--- src/rtl/pps_pkg.sv ---
package pps_pkg;
  typedef enum logic [2:0] {
    PS_IDLE  = 3'd0,
    PS_SETUP = 3'd1,
    PS_PULSE = 3'd2,
    PS_WLOW  = 3'd3,
    PS_WHIGH = 3'd4
  } pps_state_e;
endpackage

--- src/rtl/pps_sync2.sv ---
module pps_sync2 #(
  parameter int STAGES = 2
) (
  input  logic clk,
  input  logic rst_n,
  input  logic d,
  output logic q
);
  logic [STAGES-1:0] chain;

  generate
    for (genvar i = 0; i < STAGES; i++) begin : g_stage
      if (i == 0) begin : g_first
        always_ff @(posedge clk or negedge rst_n)
          if (!rst_n) chain[0] <= 1'b0;
          else        chain[0] <= d;
      end else begin : g_next
        always_ff @(posedge clk or negedge rst_n)
          if (!rst_n) chain[i] <= 1'b0;
          else        chain[i] <= chain[i-1];
      end
    end
  endgenerate

  assign q = chain[STAGES-1];
endmodule

--- src/rtl/pps_wait_timer.sv ---
module pps_wait_timer #(
  parameter int W = 16
) (
  input  logic         clk,
  input  logic         rst_n,
  input  logic         run,
  input  logic [W-1:0] limit,
  output logic         expired
);
  logic [W-1:0] cnt;

  function automatic logic over_limit(input logic [W-1:0] c, input logic [W-1:0] l);
    return c >= l;
  endfunction

  always_ff @(posedge clk or negedge rst_n) begin
    if (!rst_n)               cnt <= '0;
    else if (!run)            cnt <= '0;
    else if (cnt != '1)       cnt <= cnt + 1'b1;
  end

  assign expired = run && over_limit(cnt, limit);
endmodule

--- src/rtl/pps_step_ctr.sv ---
module pps_step_ctr #(
  parameter int W = 8
) (
  input  logic         clk,
  input  logic         rst_n,
  input  logic         load,
  input  logic [W-1:0] load_val,
  input  logic         dec,
  output logic         last
);
  logic [W-1:0] remaining;

  function automatic logic [W-1:0] step_down(input logic [W-1:0] r);
    return (r == '0) ? r : r - 1'b1;
  endfunction

  always_ff @(posedge clk or negedge rst_n) begin
    if (!rst_n)    remaining <= '0;
    else if (load) remaining <= load_val;
    else if (dec)  remaining <= step_down(remaining);
  end

  assign last = (remaining == {{(W-1){1'b0}}, 1'b1});
endmodule

--- src/rtl/pll_phase_stepper.sv ---
module pll_phase_stepper
  import pps_pkg::*;
#(
  parameter int SEL_W     = 5,
  parameter int STEP_W    = 8,
  parameter int TO_W      = 16,
  parameter int PULSE_CYC = 2,
  parameter int SYNC_STG  = 2
) (
  input  logic              clk,
  input  logic              rst_n,
  input  logic              req_valid,
  input  logic [SEL_W-1:0]  req_cnt_sel,
  input  logic              req_dir,
  input  logic [STEP_W-1:0] req_steps,
  input  logic [TO_W-1:0]   cfg_wait_limit,
  output logic              busy,
  output logic              complete,
  output logic              err,
  output logic              ps_en,
  output logic              ps_updn,
  output logic [SEL_W-1:0]  ps_cntsel,
  input  logic              ps_done
);
  localparam int PC_W = (PULSE_CYC > 1) ? $clog2(PULSE_CYC) : 1;

  pps_state_e state, nxt;
  logic [PC_W-1:0]  pulse_cnt;
  logic [SEL_W-1:0] sel_q;
  logic             dir_q, en_q, busy_q, cmpl_q, err_q;

  // named internal events
  logic done_s, expired, last_step;
  logic accept, zero_req, step_fin, tmo_abort, pulse_end, waiting;

  pps_sync2 #(.STAGES(SYNC_STG)) u_sync (
    .clk(clk), .rst_n(rst_n), .d(ps_done), .q(done_s)
  );

  assign waiting = (state == PS_WLOW) || (state == PS_WHIGH);

  pps_wait_timer #(.W(TO_W)) u_timer (
    .clk(clk), .rst_n(rst_n), .run(waiting), .limit(cfg_wait_limit), .expired(expired)
  );

  assign accept    = req_valid && (state == PS_IDLE);
  assign zero_req  = accept && (req_steps == '0);
  assign step_fin  = (state == PS_WHIGH) && done_s;
  assign tmo_abort = expired && ((state == PS_WLOW) || ((state == PS_WHIGH) && !done_s));
  assign pulse_end = (state == PS_PULSE) && (pulse_cnt == PC_W'(PULSE_CYC - 1));

  pps_step_ctr #(.W(STEP_W)) u_steps (
    .clk(clk), .rst_n(rst_n), .load(accept), .load_val(req_steps),
    .dec(step_fin), .last(last_step)
  );

  always_comb begin
    nxt = state;
    unique case (state)
      PS_IDLE:  if (accept && !zero_req) nxt = PS_SETUP;
      PS_SETUP: nxt = PS_PULSE;
      PS_PULSE: if (pulse_end) nxt = PS_WLOW;
      PS_WLOW:  if (tmo_abort) nxt = PS_IDLE;
                else if (!done_s) nxt = PS_WHIGH;
      PS_WHIGH: if (tmo_abort) nxt = PS_IDLE;
                else if (step_fin) nxt = last_step ? PS_IDLE : PS_SETUP;
      default:  nxt = PS_IDLE;
    endcase
  end

  always_ff @(posedge clk or negedge rst_n) begin
    if (!rst_n) begin
      state     <= PS_IDLE;
      pulse_cnt <= '0;
      en_q      <= 1'b0;
      sel_q     <= '0;
      dir_q     <= 1'b0;
      busy_q    <= 1'b0;
      cmpl_q    <= 1'b0;
      err_q     <= 1'b0;
    end else begin
      state     <= nxt;
      pulse_cnt <= (state == PS_PULSE) ? pulse_cnt + 1'b1 : '0;
      en_q      <= (nxt == PS_PULSE);
      cmpl_q    <= zero_req || (step_fin && last_step);
      if (accept) begin
        sel_q <= req_cnt_sel;
        dir_q <= req_dir;
      end
      if (accept && !zero_req)                   busy_q <= 1'b1;
      else if ((step_fin && last_step) || tmo_abort) busy_q <= 1'b0;
      if (accept)         err_q <= 1'b0;
      else if (tmo_abort) err_q <= 1'b1;
    end
  end

  assign busy      = busy_q;
  assign complete  = cmpl_q;
  assign err       = err_q;
  assign ps_en     = en_q;
  assign ps_updn   = dir_q;
  assign ps_cntsel = sel_q;
endmodule

--- config.mk ---
export PLATFORM = sky130hd
export DESIGN_NAME = pll_phase_stepper
export DESIGN_NICKNAME = d
export VERILOG_FILES = /design/src/rtl/pps_pkg.sv /design/src/rtl/pps_sync2.sv /design/src/rtl/pps_wait_timer.sv /design/src/rtl/pps_step_ctr.sv /design/src/rtl/pll_phase_stepper.sv
export SDC_FILE = /design/constraint.sdc
export NUM_CORES = 1
export LEC_CHECK = 0
export ABC_CLOCK_PERIOD_IN_PS = 2690
export BUFFER_PORTS_ARGS = -buffer_cell sky130_fd_sc_hd__buf_2
export CAP_MARGIN = 5
export CORE_ASPECT_RATIO = 0.9
export CORE_MARGIN = 10
export CORE_UTILIZATION = 56
export CTS_CLUSTER_DIAMETER = 40
export DETAILED_ROUTE_END_ITERATION = 12
export GPL_TIMING_DRIVEN = 0
export PLACE_DENSITY = 0.8
export SLEW_MARGIN = 20
export SYNTH_ARGS = -nofsm -noshare
export SYNTH_HDL_FRONTEND = slang
export SYNTH_SLANG_ARGS = --single-unit
export TNS_END_PERCENT = 30
--- constraint.sdc ---
create_clock -name clk -period 2.69 [get_ports clk]
set_clock_uncertainty 0.2 [all_clocks]
set_input_delay 0.4035 -clock clk [delete_from_list [all_inputs] [get_ports clk]]
set_output_delay 0.4035 -clock clk [all_outputs]
set_load 0.02 [all_outputs]
### Word-level counts from Yosys, hierarchy flattened

Index checks and enable logic that the tools add are counted.

| word-level totals | value |
|---|---|
| bits of input ports | 34 |
| logic and storage cells | 65 |
| flip-flop bits (word level) | 40 |

| cells by class | value |
|---|---|
| equality and inequality tests | 9 |
| magnitude comparators | 1 |
| $add $sub $neg | 3 |
| reductions and logical operators | 22 |
| multiplexer cells | 18 |

Operators by type and width:

| operator | count |
|---|---|
| two-way mux 16 bit | 2 |
| two-way mux 8 bit | 3 |
| two-way mux 3 bit | 6 |
| adder 16 x 1 -> 16 bit, second input constant | 1 |
| >= comparator 16 bit | 1 |
| zero test 8 bit | 2 |
| inequality test 16 bit, second input constant | 1 |
| one-hot mux 3 bit (5 select lines) | 1 |
| == test 3 x 2 -> 1 bit, second input constant | 3 |
| logical AND 1 bit | 9 |
| == test 8 x 1 -> 1 bit, second input constant | 1 |
| subtractor 8 x 1 -> 8 bit, second input constant | 1 |
| two-way mux 1 bit | 6 |
| nonzero test 2 bit | 3 |
| logical OR 1 bit | 4 |
| inequality test 2 bit, second input constant | 2 |
| == test 3 x 1 -> 1 bit, second input constant | 1 |
| == test 3 bit, second input constant | 1 |
| zero test 3 bit | 1 |
| zero test 1 bit | 2 |
| AND reduction 2 bit | 1 |
| adder 1 bit, second input constant | 1 |

### Longest topological paths before layout

Gate-level depths: netlist of run 1.

| depth | value |
|---|---|
| depth in word-level cells | 8 |
| mapped depth | 7 |
| mapped depth without buffers | 7 |

### By module

From an unflattened synthesis of run 1, not the netlist that was laid out.

| second synthesis, totals | value |
|---|---|
| cell total of the unflattened synthesis | 248 |
| area, all modules | 2467.4 um2 |

By module, submodules not included:

| module | sequential area each (um2) | instances | area each (um2) | cells an instance |
|---|---|---|---|---|
| pps_wait_timer | 400.4 | 1 | 1241.2 | 140 |
| pll_phase_stepper | 350.3 | 1 | 635.6 | 51 |
| pps_step_ctr | 200.2 | 1 | 540.5 | 55 |
| pps_sync2 | 50.0 | 1 | 50.0 | 2 |

### Least setup slack after synthesis of run 1

No wires, ideal clock.

| timing path | value |
|---|---|
| path kind | register to register |
| start | reg state[0] |
| end | reg u_steps.remaining[6] |
| clock period less this slack | 2.037 ns |
| stages on the path, launching flop included | 7 |
| data arrival time | 1.768 ns |
| buffers on the path | 1 |
| library setup time | 0.069 ns |
| slack | 0.653 ns |
| path through | dfrtp_1 > buf_6 > and4bb_2 > nand2_2 > or4_4 > or4_1 > nand3_1 |

| between the ends | value |
|---|---|
| cells in the longest elaborated chain, start to end | 4 |

Ends and longest elaborated chain:

| what | line | text |
|---|---|---|
| start, declared | pll_phase_stepper.sv:27 | `pps_state_e state, nxt;` |
| start signal, assigned | pll_phase_stepper.sv:82 | `state <= nxt;` |
| zero test 3 bit / == test 3 bit (equally long branches) | pll_phase_stepper.sv:46, pll_phase_stepper.sv:48 |  |
| logical AND 1 bit (on tied branches) | pll_phase_stepper.sv:46, pll_phase_stepper.sv:48 |  |
| inequality test 2 bit (no source line) / nonzero test 2 bit (equally long branches) | -- |  |
| AND reduction 2 bit (no source line) | -- |  |
| end signal, assigned | pps_step_ctr.sv:19 | `else if (load) remaining <= load_val;` |
| end signal, assigned | pps_step_ctr.sv:20 | `else if (dec) remaining <= step_down(remaining);` |
| end, declared | pps_step_ctr.sv:11 | `logic [W-1:0] remaining;` |

Parallel ways exist; a longest one is shown, timed or not.
A chain may end at the register's enable or synchronous reset.

### Worst setup path after layout of run 1

| timing path | value |
|---|---|
| start | reg u_timer.cnt[13] |
| end | reg state[2] |

| between the ends | value |
|---|---|
| cells in the longest elaborated chain, start to end | 5 |

Ends and longest elaborated chain:

| what | line | text |
|---|---|---|
| start, declared | pps_wait_timer.sv:10 | `logic [W-1:0] cnt;` |
| start signal, assigned | pps_wait_timer.sv:19 | `else if (cnt != '1) cnt <= cnt + 1'b1;` |
| >= comparator 16 bit * | pps_wait_timer.sv:13 | `return c >= l;` |
| logical AND 1 bit * | pps_wait_timer.sv:22 | `assign expired = run && over_limit(cnt, limit);` |
| logical AND 1 bit * | pll_phase_stepper.sv:49 | `assign tmo_abort = expired && ((state == PS_WLOW) \|\| ((state == PS_WHIGH) && !done_s));` |
| two-way mux 3 bit (on tied branches) | pll_phase_stepper.sv:65, pll_phase_stepper.sv:63 |  |
| one-hot mux 3 bit (5 select lines) * | pll_phase_stepper.sv:59 | `unique case (state)` |
| named net nxt[2] | pll_phase_stepper.sv:27 |  |

Mark *: on every way through the listed nets, which the timed path passes. The rest lies on a longest branch.

==> results of run 1 <==
-- registers in the layout, summed over array words and instances (netlist names) --
register	cells
busy	1
complete	1
err	1
ps_cntsel	5
ps_en	1
ps_updn	1
pulse_cnt	1
state	3
u_steps.remaining	8
u_sync.chain	1
u_sync.q	1
u_timer.cnt	16
-- layout by cell type, fill, tap and decap left out, types with 2 or more instances in the layout --
| cell | Yosys | layout |
|---|---|---|
| o311ai_0 | 2 | 2 |
| ha_1 | 19 | 19 |
| nor2b_1 | 3 | 3 |
| clkbuf_1 | 2 | 2 |
| clkbuf_8 | 1 | 6 |
| nand4_1 | 5 | 5 |
| dfrtp_1 | 40 | 40 |
| a221o_1 | 2 | 2 |
| a31oi_1 | 2 | 2 |
| nor3_1 | 6 | 6 |
| nand3b_1 | 3 | 3 |
| xnor2_1 | 11 | 11 |
| nand3_1 | 13 | 13 |
| o211ai_1 | 3 | 3 |
| o21ai_1 | 2 | 2 |
| nor2_1 | 26 | 26 |
| buf_6 | 4 | 4 |
| inv_1 | 21 | 21 |
| or4_1 | 3 | 3 |
| a2111oi_0 | 2 | 2 |
| a211oi_1 | 4 | 4 |
| o21ai_0 | 9 | 9 |
| nor4_1 | 6 | 6 |
| and3b_1 | 2 | 2 |
| a21oi_1 | 13 | 13 |
| and3_1 | 2 | 2 |
| nand2_1 | 41 | 41 |
| buf_2 | 0 | 43 |
-- layout make-up --
class                           count  area share
Tap cell                           48      0.0215
Sequential cell                    40       0.358
Inverter                           21      0.0282
Clock inverter                      3      0.0165
Buffer                              7      0.0237
Timing Repair Buffer               43      0.0769
Multi-Input combinational cell    197       0.451
Clock buffer                        5      0.0246
-- final timing paths --
| kind | start | slack, ps | endpoint |
|---|---|---|---|
| setup reg to reg | u_timer.cnt[13] | 290 | state[2] |
| hold reg to reg | u_sync.chain[0] | 180 | u_sync.q |
| max in group asynchronous | rst_n | 1730 | err |
| hold / removal | rst_n | 20 | u_timer.cnt[0] |
| setup / recovery | u_timer.cnt[13] | 290 | state[2] |
| min in group clk | ps_done | 20 | u_sync.chain[0] |
-- synthesized netlist by cell type (4+ instances only) --
library cell and number:
dfrtp_1 40, a21oi_1 13, nand2_1 41, nor4_1 6
xnor2_1 11, o21ai_0 9, nand4_1 5, ha_1 19
a211oi_1 4, buf_6 4, inv_1 21, nand3_1 13
nor3_1 6, nor2_1 26
-- power by group --
part	leakage [nW]	total (mW)	switching, mW	internal, mW
clock network	0.0548	0.506	0.226	0.279
logic	0.751	0.722	0.413	0.309
registers	0.518	0.895	0.147	0.748
-- worst reg2reg max path, delay by kind of cell (launching register included) --
kind,cells,cell delay [ps]
flip-flops,1,460
AO/OA/AOI/OAI,4,1120
adder cells (fa/ha/maj),1,320
AND/OR/NAND/NOR,1,230
-- metrics by stage --
step | power [mW] | hold WS [ps] | utilization | std cells | setup WS [ps]
2_1_floorplan | 1.41 | -92.1 | - | 265 | 653
3_3_place_gp | 1.61 | 137 | 0.650 | 356 | 298
3_5_place_dp | 1.63 | 172 | 0.650 | 356 | 260
4_1_cts | 2.13 | 16.0 | 0.678 | 364 | 306
5_1_grt | 2.28 | 9.43 | 0.678 | 364 | 86.3
6_report | 2.12 | 18.0 | 0.678 | 364 | 291
-- routing by layer --
metal	track usage	vias up	wire length, um
met5	0	-	0
met4	0.0381	0	61
met3	0.0499	9	375
met2	0.239	53	2310
met1	0.198	937	2450
li1	-	1038	-
-- logic make-up after synthesis --
family | after synthesis
AND/OR/NAND/NOR | 119
AO/OA/AOI/OAI | 47
flip-flops | 40
buffers and inverters | 28
adder cells (fa/ha/maj) | 19
XOR/XNOR | 12
==> results.toml, run 1 <==
[clock_network]
postCtsHoldBufs = 0
postCtsSetupRepairBufs = 0
postCtsResizedCells = 0
clockBufferDepth = 2
cts_tree = "yes"
clk_pin_slew_ps = 90
root_buffer = "clkbuf_8"
worst_skew_pair.late_latency_ps = 300
cts_buffers = 5
clkSinkCount = 40
htree_levels = 2

[global_route]
grt_max_degree = 41
grt_pass1_wl_mm = 8.97
grt_overflow = 0
grt_antenna_before_repair = 0
grt_util_all_layers = 0.152
grt_pass1_vias = 2012

[sta]
layout_min_cycle_time_ps = 2400
worstMarginPinSlew_ps = 929
max_slew_margin = 0.379
fmax_mhz = 417
setup_viol = 0
tns_ps = 0
slew_violations = 0
final_hold_viol_count = 0
rsz0062_at_grt = "no"
fin_crit_sh = 0.892

[placement]
portBuffers = 43
finalWeightedCongestion = 0.837
place_hpwl_mm = 4.02
post_dp_cell_area_mm2 = 0.00268

[yosys]
synth_enable_flop_cells = 0
yosysTopAreaCell = "dfrtp_1"
syn_avg_cell_area_um2 = 9.09
synth_top_cells_by_area = "dfrtp_1, ha_1, nand2_1, nor2_1, xnor2_1"
ys_seq_elements = 40
synthArstFlopShare = 1.00
synth_cell_types = 45
yosys.area_share.adder = 0.0987
synth_mux_area_frac = 0
yosys.area_share.simple = 0.254
synth-compound-area-share = 0.128
synthXorXnorAreaFrac = 0.0436
yosysTopAreaCellShare = 0.416
synthFlopType = "dfrtp_1"
yosysSeqAreaShare = 0.416
syn_area_mm2 = 0.00241
synth_top_family_by_area = "simple AND/OR/NAND/NOR gates"
synthCells = 265
syn_nets = 318
yosys_warnings = 0

[setup_path]
path_buf_inv = 0
cp.arrival_ps = 2420
worst-setup-path-type = "reg2reg"
reg2reg_depth = 6
path_cells = "ha_1, a21oi_1, o21ai_0, a2111oi_0, o21ai_0, nor3_1"
cp_slowest_cell = "a2111oi_0"
cpMostUsedCell = "o21ai_0"
required_ps = 2710
worst_path_largest_cell_delay_ps = 560
setup.worst_path.start_class = "register"
crit_cells = 6
path_max_fanout = 5
crit_family = "compound AO/OA/AOI/OAI gates"
end_kind = "register"

[routing]
dr_total_vias = 2037
drcViolationCount = 0
drt_wl_total_mm = 5.20
wl_per_cell_um = 14.3
drt_iter0_drc = 138
vias_per_cell = 5.60
drtPass1Iterations = 4
ant_nets = 0

[pwr]
vdd_ir_drop_max_mv = 0.536
power_leakage_nw = 1.32
p_per_area_mw_per_mm2 = 758

[floorplan]
die_height_um = 82.2
core.rowCount = 22
dieArea_mm2 = 0.00733
fp.coreArea_mm2 = 0.00413
start_util = 0.583
die_w_um = 89.1
io_pins = 44

[finish]
drive_gt1_frac = 0.203
syn_to_final_growth_pct = 16.2
fin_area_mm2 = 0.00280
final_nets = 368
multiInputGateArea_mm2 = 0.00126
diodes = 0
nFillCells = 355
layout.area.seq_mm2 = 0.00100

[run]
maxCapViolations = 0

[worst_hold_path]
hold_class = "in2async"

[outcome]
status = "complete, no violations"
No activity file was read; power rests on OpenSTA's default activity.
==> run 2, diff against run 1 <==
- CTS_BUF_LIST: default -> sky130_fd_sc_hd__clkbuf_8 sky130_fd_sc_hd__clkbuf_16
- RECOVER_POWER: default -> 50
==> run 2 against run 1 <==
Compared with the run above: the flow now finishes with violations (capacitance limit, slew limit); power down 0.42%; worst hold slack worse by 1.1 ps; design area down 0.49%; critical endpoint unchanged; maximum frequency grew 0.28%; clock-buffer cell count did not move; largest cell class unchanged; global-route usage is the same; flip-flop and latch count is the same; worst setup slack better by 6.6 ps.
==> results.toml, run 2 (same netlist as run 1, synthesis figures left out) <==
[outcome]
status = "complete, but fails checks"
violations = "capacitance limit, slew limit"

[routing]
drtPass1Iterations = 4
drcViolationCount = 0
ant_nets = 0
drt_wl_total_mm = 5.21
vias_per_cell = 5.60
drt_iter0_drc = 144
wl_per_cell_um = 14.3
dr_total_vias = 2038

[pwr]
power_leakage_nw = 1.31
p_sw_uw = 786
intPower_mw = 1.33
swShare = 0.372
power_frac_clock = 0.239
seqPwrFrac = 0.423
vdd_ir_drop_max_mv = 0.535
p_per_area_mw_per_mm2 = 759
power.total_mw = 2.11
combPwrFrac = 0.338

[sta]
layout_min_cycle_time_ps = 2390
final_hold_viol_count = 0
tns_ps = 0
rsz0062_at_grt = "no"
hold_slack_ps = 16.9
setup_viol = 0
fin_crit_sh = 0.889
fmax_mhz = 418
slew_violations = 41
max_slew_margin = -0.404
worstMarginPinSlew_ps = 2110

[global_route]
grt_overflow = 0
grt_antenna_before_repair = 0
grt_pass1_wl_mm = 8.97
grt_util_all_layers = 0.152
grt_max_degree = 41
grt_pass1_vias = 2012

[setup_path]
required_ps = 2710
path_max_fanout = 5
reg2reg_depth = 6
setup.worst_path.start_class = "register"
cp.arrival_ps = 2410
worst-setup-path-type = "reg2reg"
end_kind = "register"

[clock_network]
cts_buffers = 5
clockBufferDepth = 2
root_buffer = "clkbuf_8"
postCtsSetupRepairBufs = 0
postCtsHoldBufs = 0
postCtsResizedCells = 0
worst_skew_pair.late_latency_ps = 300
clk_pin_slew_ps = 90
clkSinkCount = 40
cts_tree = "yes"
htree_levels = 2

[placement]
post_dp_cell_area_mm2 = 0.00268
place_hpwl_mm = 4.02
portBuffers = 43
finalWeightedCongestion = 0.837

[finish]
fin_area_mm2 = 0.00279
layout.area.seq_mm2 = 0.00100
syn_to_final_growth_pct = 15.6
drive_gt1_frac = 0.190
final_cell_mix = "nand2_1, dfrtp_1, buf_2, nor2_1, inv_1"
largest_reg_flops = 16
diodes = 0
layout_commonest_cell = "nand2_1"
final_nets = 368
nFillCells = 358
top_register = "u_timer.cnt"
multiInputGateArea_mm2 = 0.00126

[floorplan]
die_w_um = 89.1
io_pins = 44
core.rowCount = 22
dieArea_mm2 = 0.00733
start_util = 0.583
die_height_um = 82.2
fp.coreArea_mm2 = 0.00413

[worst_hold_path]
hold_path_depth = 1
hold_class = "in2reg"

[run]
maxCapViolations = 1
-- run 2: cell count changes in the layout (fill, tap and decap cells not counted), sizes merged --
cell    delta
buf        -3
clkbuf     +3
-- run 2: worst max-delay path, cell delays in order (launching register included) --
cell       delay (ps)
dfrtp_1           460
ha_1              320
a21oi_1           150
o21ai_0           110
a2111oi_0         560
o21ai_0           290
nor3_1            230
-- run 2: per-stage QoR --
stage | std cells | util | setup slack [ps]
CTS | 364 | 0.678 | 306
floorplan | 265 | - | 653
finish | 364 | 0.675 | 297
global placement | 356 | 0.650 | 298
global route | 364 | 0.675 | 85.7
detailed placement | 356 | 0.650 | 260
-- run 2: metal layers --
layer,share of wire,track usage
met5,0,0
met4,0.012,0.0381
met3,0.070,0.0499
met2,0.45,0.239
met1,0.47,0.198
-- run 2: power groups by stage --
stage               Sequential (mW)  Combinational (mW)  Clock [mW]
finish                        0.894               0.713       0.506
global route                  0.921               0.814       0.534
CTS                           0.894               0.729       0.512
detailed placement            0.905               0.724           0
global placement              0.892               0.714           0
floorplan                     0.941               0.473           0
-- run 2: layout make-up --
| cell class | count | area share |
|---|---|---|
| plain buffers | 7 | 0.0202 |
| clock buffers | 5 | 0.0247 |
| clock inverters | 3 | 0.0166 |
| inverters | 21 | 0.0283 |
| multi-input cells | 197 | 0.453 |
| flip-flops and latches | 40 | 0.359 |
| well taps | 48 | 0.0216 |
| repair buffers | 43 | 0.0759 |
-- run 2: path summary, 6_finish.rpt --
path | from | endpoint | slack (ps)
setup / recovery | u_timer.cnt[13] | state[2] | 300
hold / removal | ps_done | u_sync.chain[0] | 20
setup reg to reg | u_timer.cnt[13] | state[2] | 300
hold reg to reg | u_sync.chain[0] | u_sync.q | 180
max in group asynchronous | rst_n | err | 580
min in group asynchronous | rst_n | u_timer.cnt[0] | 510
==> run 3, diff against run 2 <==
- ABC_CLOCK_PERIOD_IN_PS: 2690 -> 2930
- CORE_UTILIZATION: 56 -> 60
- PLACE_DENSITY: 0.8 -> 0.85
- SLEW_MARGIN: 20 -> default
- clock period: 2.69 -> 2.93 ns (I/O delays scaled with it)
==> run 3 against run 2 <==
Compared with the run above: the run still ends with capacitance limit, slew limit left; flip-flop and latch count stayed put; combinational power fell by 7.0%; clock power decreased by 23%; clock-buffer cell count grew 1; worst hold slack better by 33 ps; design area is 0.81% lower; critical endpoint unchanged; largest cell class unchanged; largest power group unchanged.
==> results.toml, run 3 (same netlist as run 1, synthesis figures left out) <==
[outcome]
status = "complete, but fails checks"
violations = "capacitance limit, slew limit"

[pwr]
p_sw_uw = 730
combPwrFrac = 0.353
seqPwrFrac = 0.440
vdd_ir_drop_max_mv = 0.458
power_leakage_nw = 1.30
p_per_area_mw_per_mm2 = 680
swShare = 0.389
intPower_mw = 1.15
power_frac_clock = 0.208

[floorplan]
dieArea_mm2 = 0.00695
core.rowCount = 21
io_pins = 44
die_w_um = 86.8
start_util = 0.637
die_height_um = 80.1
fp.coreArea_mm2 = 0.00378

[clock_network]
postCtsSetupRepairBufs = 0
clk_pin_slew_ps = 80
postCtsResizedCells = 0
worst_skew_pair.late_latency_ps = 300
cts_buffers = 5
cts_tree = "yes"
root_buffer = "clkbuf_8"
postCtsHoldBufs = 0
clkSinkCount = 40
htree_levels = 2
clockBufferDepth = 2

[setup_path]
crit_family = "compound AO/OA/AOI/OAI gates"
end_kind = "register"
path_buf_inv = 0
cpMostUsedCell = "o21ai_0"
cp_slowest_cell = "a2111oi_0"
worst-setup-path-type = "reg2reg"
required_ps = 2940
cp.arrival_ps = 2360
path_cells = "ha_1, a21oi_1, o21ai_0, a2111oi_0, o21ai_0, nor3_1"
path_max_fanout = 5
worst_path_largest_cell_delay_ps = 530
setup.worst_path.start_class = "register"

[finish]
utilization = 0.730
final_nets = 368
top_register = "u_timer.cnt"
drive_gt1_frac = 0.190
largest_reg_flops = 16
diodes = 0
final_cell_mix = "nand2_1, dfrtp_1, buf_2, nor2_1, inv_1"
syn_to_final_growth_pct = 14.7
nFillCells = 303
layout_commonest_cell = "nand2_1"

[routing]
drtPass1Iterations = 4
drt_wl_total_mm = 5.40
drcViolationCount = 0
drt_iter0_drc = 152
dr_total_vias = 2106
vias_per_cell = 5.82
ant_nets = 0
wl_per_cell_um = 14.9

[sta]
final_hold_viol_count = 0
fin_crit_sh = 0.802
layout_min_cycle_time_ps = 2350
slew_violations = 41
tns_ps = 0
setup_viol = 0
max_slew_margin = -0.423
worstMarginPinSlew_ps = 2130
fmax_mhz = 426
rsz0062_at_grt = "no"

[run]
maxCapViolations = 1

[global_route]
grt_util_all_layers = 0.161
grt_antenna_before_repair = 0
grt_pass1_wl_mm = 9.30
grt_max_degree = 41
grt_pass1_vias = 2079
grt_overflow = 0

[placement]
portBuffers = 43
place_hpwl_mm = 4.04
finalWeightedCongestion = 0.846

[worst_hold_path]
hold_class = "in2reg"
==> run 3: changes by cell type in the layout (fill, tap and decap cells not counted) <==
cell        previous run  this run
clkinvlp_4             1         0
inv_6                  1         0
clkinv_2               0         2
clkbuf_8               5         7
bufinv_16              1         0
buf_6                  4         3
==> run 3: power by group through the flow <==
stage | Clock, mW | Combinational, mW | Sequential [mW]
2_1_floorplan | 0 | 0.435 | 0.864
3_3_place_gp | 0 | 0.654 | 0.819
3_5_place_dp | 0 | 0.673 | 0.831
4_1_cts | 0.393 | 0.678 | 0.823
5_1_grt | 0.412 | 0.754 | 0.846
6_report | 0.390 | 0.663 | 0.826
==> run 3: layout make-up <==
type,count,area (um^2),area share
multi-input combinational,197,1260,0.457
clock buffer,6,82.6,0.0299
inverter,21,78.8,0.0285
timing repair buffer,43,211,0.0765
sequential,40,1000,0.362
tap,46,57.6,0.0208
buffer,7,58.8,0.0213
clock inverter,2,10.0,0.00362
==> run 3: per-layer routing <==
metal	up-vias	share of wire	GRT usage
met3	9	0.072	0.0454
met2	64	0.45	0.242
met4	0	0.014	0.0647
li1	1037	-	-
met1	996	0.47	0.211
met5	-	0	0
==> run 3: path summary, 6_finish.rpt <==
path / from / endpoint / slack, ps / cells after the start
max: u_timer.cnt[13] / state[2] / 580 / 6
min: ps_done / u_sync.chain[0] / 50 / 1
max reg2reg: u_timer.cnt[13] / state[2] / 580 / 6
min reg2reg: u_sync.chain[0] / u_sync.q / 150 / 0
max in group asynchronous: rst_n / u_steps.remaining[3] / 750 / 1
min in group asynchronous: rst_n / u_timer.cnt[5] / 560 / 1
==> run 3: stage by stage <==
stage / total power [mW] / hold WS, ps / cell area, um^2 / worst slack, ps / std cells
2_1_floorplan: 1.30 / -56.1 / 2410 / 888 / 265
3_3_place_gp: 1.47 / 135 / 2680 / 588 / 354
3_5_place_dp: 1.50 / 135 / 2680 / 523 / 354
4_1_cts: 1.89 / 42.8 / 2770 / 609 / 362
5_1_grt: 2.01 / 34.7 / 2760 / 374 / 362
6_report: 1.88 / 50.4 / 2760 / 581 / 362
